===== src/rtl/pmc_pkg.sv =====
package pmc_pkg;

    typedef enum logic [1:0] {
        MODE_RUN   = 2'd0,
        MODE_IDLE  = 2'd1,
        MODE_SLEEP = 2'd2,
        MODE_WARM  = 2'd3
    } pmc_mode_e;

    typedef enum logic [1:0] {
        SRC_PRI = 2'd0,
        SRC_SEC = 2'd1,
        SRC_INT = 2'd2
    } pmc_src_e;

    typedef struct packed {
        logic halt;
        logic pri;
        logic intosc;
        logic lfrc;
        logic sosc;
        logic periph;
    } pmc_gate_t;

    typedef struct packed {
        pmc_mode_e mode;
        pmc_src_e  src;
        logic      ost;
        logic      intosc_ok;
        logic      sosc_run;
        logic      wake;
        logic      vec;
    } pmc_state_t;

    function automatic pmc_src_e pmc_decode_src(input logic [1:0] sel);
        if (sel[1])
            return SRC_INT;
        else if (sel[0])
            return SRC_SEC;
        else
            return SRC_PRI;
    endfunction

endpackage


===== src/rtl/pmc_wake_sel.sv =====
module pmc_wake_sel #(
    parameter int N_IRQ = 8
) (
    input  logic [N_IRQ-1:0] irq_flag,
    input  logic [N_IRQ-1:0] irq_en,
    input  logic             gie,
    input  logic             wdt_timeout,
    output logic             wake_req,
    output logic             wake_vec
);

    logic [N_IRQ-1:0] hit;

    for (genvar i = 0; i < N_IRQ; i++) begin : g_src
        assign hit[i] = irq_flag[i] & irq_en[i];
    end

    logic irq_any;

    always_comb begin
        irq_any  = |hit;
        wake_req = irq_any | wdt_timeout;
        // watchdog wake never vectors and takes precedence over interrupts
        wake_vec = irq_any & ~wdt_timeout & gie;
    end

endmodule


===== src/rtl/pmc_ost_timer.sv =====
module pmc_ost_timer #(
    parameter int START_CYCLES = 1024
) (
    input  logic clk,
    input  logic rst_n,
    input  logic load,
    input  logic run,
    output logic done
);

    localparam int CW = (START_CYCLES > 1) ? $clog2(START_CYCLES) : 1;
    localparam logic [CW-1:0] LOAD_VAL = CW'(START_CYCLES - 1);

    logic [CW-1:0] cnt_d, cnt_q;

    always_comb begin
        cnt_d = cnt_q;
        if (load)
            cnt_d = LOAD_VAL;
        else if (run && (cnt_q != '0))
            cnt_d = cnt_q - 1'b1;
        done = run && (cnt_q == '0) && !load;
    end

    always_ff @(posedge clk or negedge rst_n) begin
        if (!rst_n)
            cnt_q <= '0;
        else
            cnt_q <= cnt_d;
    end

endmodule


===== src/rtl/pmc_gate_map.sv =====
module pmc_gate_map
    import pmc_pkg::*;
(
    input  pmc_mode_e mode,
    input  pmc_src_e  src,
    input  logic      wdt_en,
    input  logic      sosc_en,
    output pmc_gate_t gate
);

    always_comb begin
        gate = '0;
        unique case (mode)
            MODE_SLEEP: begin
                gate.halt   = 1'b1;
                gate.pri    = 1'b0;
                gate.intosc = 1'b0;
                gate.lfrc   = wdt_en;
                gate.sosc   = sosc_en;
                gate.periph = 1'b0;
            end
            MODE_WARM: begin
                gate.halt   = 1'b0;
                gate.pri    = 1'b0;
                gate.intosc = 1'b1;
                gate.lfrc   = 1'b1;
                gate.sosc   = sosc_en;
                gate.periph = 1'b1;
            end
            default: begin
                gate.halt   = (mode == MODE_IDLE);
                gate.pri    = (src == SRC_PRI);
                gate.intosc = (src == SRC_INT);
                gate.lfrc   = wdt_en | (src == SRC_INT);
                gate.sosc   = (src == SRC_SEC) | sosc_en;
                gate.periph = 1'b1;
            end
        endcase
    end

endmodule


===== src/rtl/pwr_mode_ctrl.sv =====
module pwr_mode_ctrl
    import pmc_pkg::*;
#(
    parameter int N_IRQ        = 8,
    parameter int START_CYCLES = 1024
) (
    input  logic             clk,
    input  logic             rst_n,
    input  logic             sleep_req,
    input  logic             idle_en,
    input  logic [1:0]       clk_sel,
    input  logic             wdt_en,
    input  logic             sosc_en,
    input  logic [N_IRQ-1:0] irq_flag,
    input  logic [N_IRQ-1:0] irq_en,
    input  logic             gie,
    input  logic             wdt_timeout,
    output logic             cpu_halt,
    output logic             pri_clk_en,
    output logic             int_clk_en,
    output logic             lfrc_clk_en,
    output logic             sosc_clk_en,
    output logic             periph_clk_en,
    output logic             stat_ost,
    output logic             stat_intosc,
    output logic             stat_sosc,
    output logic             wake_pulse,
    output logic             vector_flag
);

    localparam pmc_state_t RESET_STATE = '{
        mode:      MODE_RUN,
        src:       SRC_PRI,
        ost:       1'b1,
        intosc_ok: 1'b0,
        sosc_run:  1'b0,
        wake:      1'b0,
        vec:       1'b0
    };

    pmc_state_t s_d, s_q;
    logic       wake_req, wake_vec;
    logic       warm_load, warm_done;
    pmc_src_e   sel_src;
    pmc_gate_t  gate;

    pmc_wake_sel #(.N_IRQ(N_IRQ)) u_wake (
        .irq_flag    (irq_flag),
        .irq_en      (irq_en),
        .gie         (gie),
        .wdt_timeout (wdt_timeout),
        .wake_req    (wake_req),
        .wake_vec    (wake_vec)
    );

    pmc_ost_timer #(.START_CYCLES(START_CYCLES)) u_ost (
        .clk   (clk),
        .rst_n (rst_n),
        .load  (warm_load),
        .run   (s_q.mode == MODE_WARM),
        .done  (warm_done)
    );

    always_comb begin
        sel_src   = pmc_decode_src(clk_sel);
        s_d       = s_q;
        s_d.wake  = 1'b0;
        warm_load = 1'b0;

        unique case (s_q.mode)
            MODE_RUN: begin
                if (sleep_req && idle_en) begin
                    // keep the source that was active before the strobe
                    s_d.mode = MODE_IDLE;
                    s_d.vec  = 1'b0;
                end else if (sleep_req && (clk_sel == 2'b00)) begin
                    s_d.mode      = MODE_SLEEP;
                    s_d.ost       = 1'b0;
                    s_d.intosc_ok = 1'b0;
                    s_d.sosc_run  = 1'b0;
                    s_d.vec       = 1'b0;
                end else begin
                    s_d.src       = sel_src;
                    s_d.intosc_ok = (sel_src == SRC_INT);
                    s_d.sosc_run  = (sel_src == SRC_SEC);
                end
            end
            MODE_IDLE: begin
                if (wake_req) begin
                    s_d.mode = MODE_RUN;
                    s_d.wake = 1'b1;
                    s_d.vec  = wake_vec;
                end
            end
            MODE_SLEEP: begin
                if (wake_req) begin
                    s_d.mode      = MODE_WARM;
                    s_d.wake      = 1'b1;
                    s_d.vec       = wake_vec;
                    s_d.intosc_ok = 1'b1;
                    warm_load     = 1'b1;
                end
            end
            MODE_WARM: begin
                if (warm_done) begin
                    s_d.mode      = MODE_RUN;
                    s_d.ost       = 1'b1;
                    s_d.src       = sel_src;
                    s_d.intosc_ok = (sel_src == SRC_INT);
                    s_d.sosc_run  = (sel_src == SRC_SEC);
                end
            end
            default: s_d = RESET_STATE;
        endcase
    end

    always_ff @(posedge clk or negedge rst_n) begin
        if (!rst_n)
            s_q <= RESET_STATE;
        else
            s_q <= s_d;
    end

    pmc_gate_map u_gate (
        .mode    (s_q.mode),
        .src     (s_q.src),
        .wdt_en  (wdt_en),
        .sosc_en (sosc_en),
        .gate    (gate)
    );

    always_comb begin
        cpu_halt      = gate.halt;
        pri_clk_en    = gate.pri;
        int_clk_en    = gate.intosc;
        lfrc_clk_en   = gate.lfrc;
        sosc_clk_en   = gate.sosc;
        periph_clk_en = gate.periph;
        stat_ost      = s_q.ost;
        stat_intosc   = s_q.intosc_ok;
        stat_sosc     = s_q.sosc_run;
        wake_pulse    = s_q.wake;
        vector_flag   = s_q.vec;
    end

endmodule


===== config.mk =====
export PLATFORM = sky130hd
export DESIGN_NAME = pwr_mode_ctrl
export DESIGN_NICKNAME = d
export VERILOG_FILES = /design/src/rtl/pmc_pkg.sv /design/src/rtl/pmc_wake_sel.sv /design/src/rtl/pmc_ost_timer.sv /design/src/rtl/pmc_gate_map.sv /design/src/rtl/pwr_mode_ctrl.sv
export SDC_FILE = /design/constraint.sdc
export NUM_CORES = 1
export LEC_CHECK = 0
export BUFFER_PORTS_ARGS = -buffer_cell sky130_fd_sc_hd__buf_4
export CAP_MARGIN = 30
export CORE_AREA = 4 4 83 69
export DETAILED_ROUTE_END_ITERATION = 12
export DIE_AREA = 0 0 87 73
export PLACE_DENSITY = 0.44
export SLEW_MARGIN = 20
export SYNTH_ARGS = -nofsm -noshare
export SYNTH_HDL_FRONTEND = slang
export SYNTH_SLANG_ARGS = --single-unit

===== constraint.sdc =====
create_clock -name clk -period 3.1 [get_ports clk]
set_clock_uncertainty 0.2 [all_clocks]
set_input_delay 0.465 -clock clk [delete_from_list [all_inputs] [get_ports clk]]
set_output_delay 0.465 -clock clk [all_outputs]
set_load 0.01 [all_outputs]

==> impl_metrics.toml <==
[run_status]
outcome = "finished clean"

[logic_synthesis]
yosys_warnings = 0
yosys.area.top_type_share_pct = 37.5
synth_area_leaders = "dfrtp_1 38%, ha_1 8.3%, xor2_1 3.6%"
ys_seq_area_share_pct = 39.7
yosys_register_bits = 19
synth_commonest_cells = "18 x dfrtp_1, 11 x inv_1, 11 x nand2_1"
syn_nets = 165
yosysTopAreaCell = "dfrtp_1"
synth_edf_count = 0
async_flop_share_pct = 100
netlist_instances = 131
post-synth-top-count-cell = "dfrtp_1"
ys.flop_type = "dfrtp_1"
post_synth_num_cell_types = 43
netlist_area_sq_um = 1200
synth_area_per_cell_sq_um = 9.16

[grt]
antenna_found_initial = 0
grt_pass1_vias = 1099
gr-total-overflow = 0
grt_max_degree = 20
grt_usage_pct = 10.3
grt_pass1_wl_microns = 5200

[clock_network]
cts_tree = "built"
clk_path_buf_depth = 2
cts-resized-gates = 0
clkLatencyLatePin_ns = 0.26
h-tree-depth = 1
clock-sinks = 19
clockRootBuffer = "clkbuf_8"
cts_made_buffers = 3
clk_pin_slew_ns = 0.08

[power_and_ir_drop]
max-vdd-ir-drop_uv = 291
p_per_area_nw_per_um2 = 715
seqPwrFrac_pct = 31.7
clkPwrFrac_pct = 15.6
intPower_uw = 667
leakage_uw = 0.000717
p_sw_share_pct = 41.4
netSwitchingPower_uw = 471
p_comb_share_pct = 52.8

[timing]
fin_crit_sh_pct = 75.2
tns_ns = 0
slew-limit-headroom_pct = 62.2
max_freq_ghz = 0.429
setup_viol = 0
min_period_ns = 2.33
rsz0062_at_grt = "no"
drv_slew = 0
worst_slack_ns = 0.770
finalHoldViolCount = 0
worst_slew_pin_slew_ns = 0.564

[worst_setup_path]
criticalPathCategory = "reg2out"
end_kind = "output pin"
reg2reg_depth = 6
crit_fanout = 9
cp.arrival_ns = 1.67
crit_chain = "inv_1, ha_1, nor4_1, buf_4"
required_ns = 2.43
slowest_delay_ns = 0.42
crit_slowest_cell = "dfrtp_1"
cp-start-kind = "flop"

[drt]
antenna_left = 0
via_count = 1098
post-route-drc-count = 0
avgRoutedWirePerCell_microns = 13.3
first_pass_iters = 4
wirelength_microns = 3070
via_per_inst = 4.75
drt_iter0_drc = 98

[placed_design]
gp_congestion = 0.762
detailed_place_hpwl_microns = 2410
dp_slack_ns = 0.967
port_buffers = 36

[worst_hold_path]
hold_depth = 2
min_path_type = "reg2reg"

[finish]
n_antenna_cell = 0
nets = 204
nFillCells = 502
drive_above_1_share_pct = 27.2
area_growth_pct = 32.6

[floorplan]
die_area_sq_um = 6350
start_util_pct = 24.4
rows = 23
fp.dieW_microns = 87
ios = 37
fp.dieH_microns = 73
core_area_sq_um = 4920

[run]
drv_cap = 0
==> path summary, 6_finish.rpt <==
path                                      from        endpoint  slack (ns)
worst max register to register          s_q[8]  u_ost.cnt_q[4]        0.95
max in group asynchronous                rst_n        stat_ost        2.02
worst max-delay path                    s_q[7]      pri_clk_en        0.77
min in group asynchronous                rst_n     vector_flag        0.42
worst min-delay path            u_ost.cnt_q[8]  u_ost.cnt_q[8]        0.32
worst min register to register  u_ost.cnt_q[8]  u_ost.cnt_q[8]        0.32
==> final cells by class <==
| cell class | instances | area, sq um | share of cell area, % |
|---|---|---|---|
| multi-input combinational | 97 | 666 | 41.8 |
| inverter | 12 | 45.0 | 2.83 |
| tap | 62 | 77.6 | 4.87 |
| clock buffer | 3 | 41.3 | 2.59 |
| timing repair buffer | 37 | 280 | 17.6 |
| sequential | 19 | 477 | 30.0 |
| clock inverter | 1 | 5.00 | 0.314 |
==> registers in the layout (all words and copies together) (netlist names) <==
register / count
s_q: 4
stat_intosc: 1
u_ost.cnt_q: 10
stat_ost: 1
stat_sosc: 1
wake_pulse: 1
vector_flag: 1
==> power groups by stage <==
stage | sequential [uW] | clock (uW) | combinational, uW
global route | 373 | 186 | 680
detailed placement | 365 | 0 | 602
CTS | 360 | 180 | 607
global placement | 361 | 0 | 601
finish | 360 | 177 | 600
floorplan | 361 | 0 | 375
==> metal layers <==
metal | global-route usage (%) | vias up | share of wire (%)
met2 | 16.3 | 28 | 46
met1 | 14.0 | 514 | 48
met3 | 1.02 | 7 | 3.8
met4 | 4.84 | 0 | 2.0
met5 | 0 | - | 0
li1 | - | 549 | -
==> critical path: cells and delay by family, from the launching register on <==
| kind | cells | cell delay [ns] |
|---|---|---|
| DFF | 1 | 0.42 |
| adders and majority gates | 1 | 0.33 |
| and+or+nand+nor | 1 | 0.35 |
| buffers and inverters | 2 | 0.30 |
==> what timing repair did <==
item / CTS / global route
setup buffers: 0 / 0
hold buffers: 1 / 0
endpoints found under the hold margin: 18 / 0
==> through the flow <==
step | total power, uW | instances | utilization (%) | hold slack, ns | area, sq um
after floorplan | 735 | 131 | - | -0.0306 | 1200
final | 1140 | 231 | 32.3 | 0.320 | 1590
after global placement | 962 | 226 | 31.2 | 0.159 | 1540
after CTS | 1150 | 231 | 32.3 | 0.324 | 1590
after global routing | 1240 | 231 | 32.3 | 0.341 | 1590
after detailed placement | 967 | 226 | 31.2 | 0.159 | 1540
==> logic make-up after synthesis <==
logic type	after synthesis	synth area share (%)
flip-flops	19	39.7
buffers and inverters	15	4.80
AND/OR/NAND/NOR	41	18.5
adder cells (fa/ha/maj)	8	8.34
AO/OA/AOI/OAI	40	22.6
multiplexers	2	1.67
XOR/XNOR	6	4.38
==> placed cells by master (no fill, tap or decap), types with 3 or more instances in the layout <==
master | netlist | routed
clkbuf_8 | 0 | 3
a22oi_1 | 4 | 4
nand2_1 | 11 | 11
nor3_1 | 3 | 3
a21oi_1 | 6 | 6
a31oi_1 | 3 | 3
buf_4 | 0 | 36
o21ai_1 | 3 | 3
o21ai_0 | 8 | 8
dfrtp_1 | 18 | 18
nand3_1 | 6 | 6
ha_1 | 8 | 8
inv_1 | 11 | 11
xor2_1 | 5 | 5
nor2_1 | 8 | 8
Note: power is estimated with default switching activity, not from simulation.
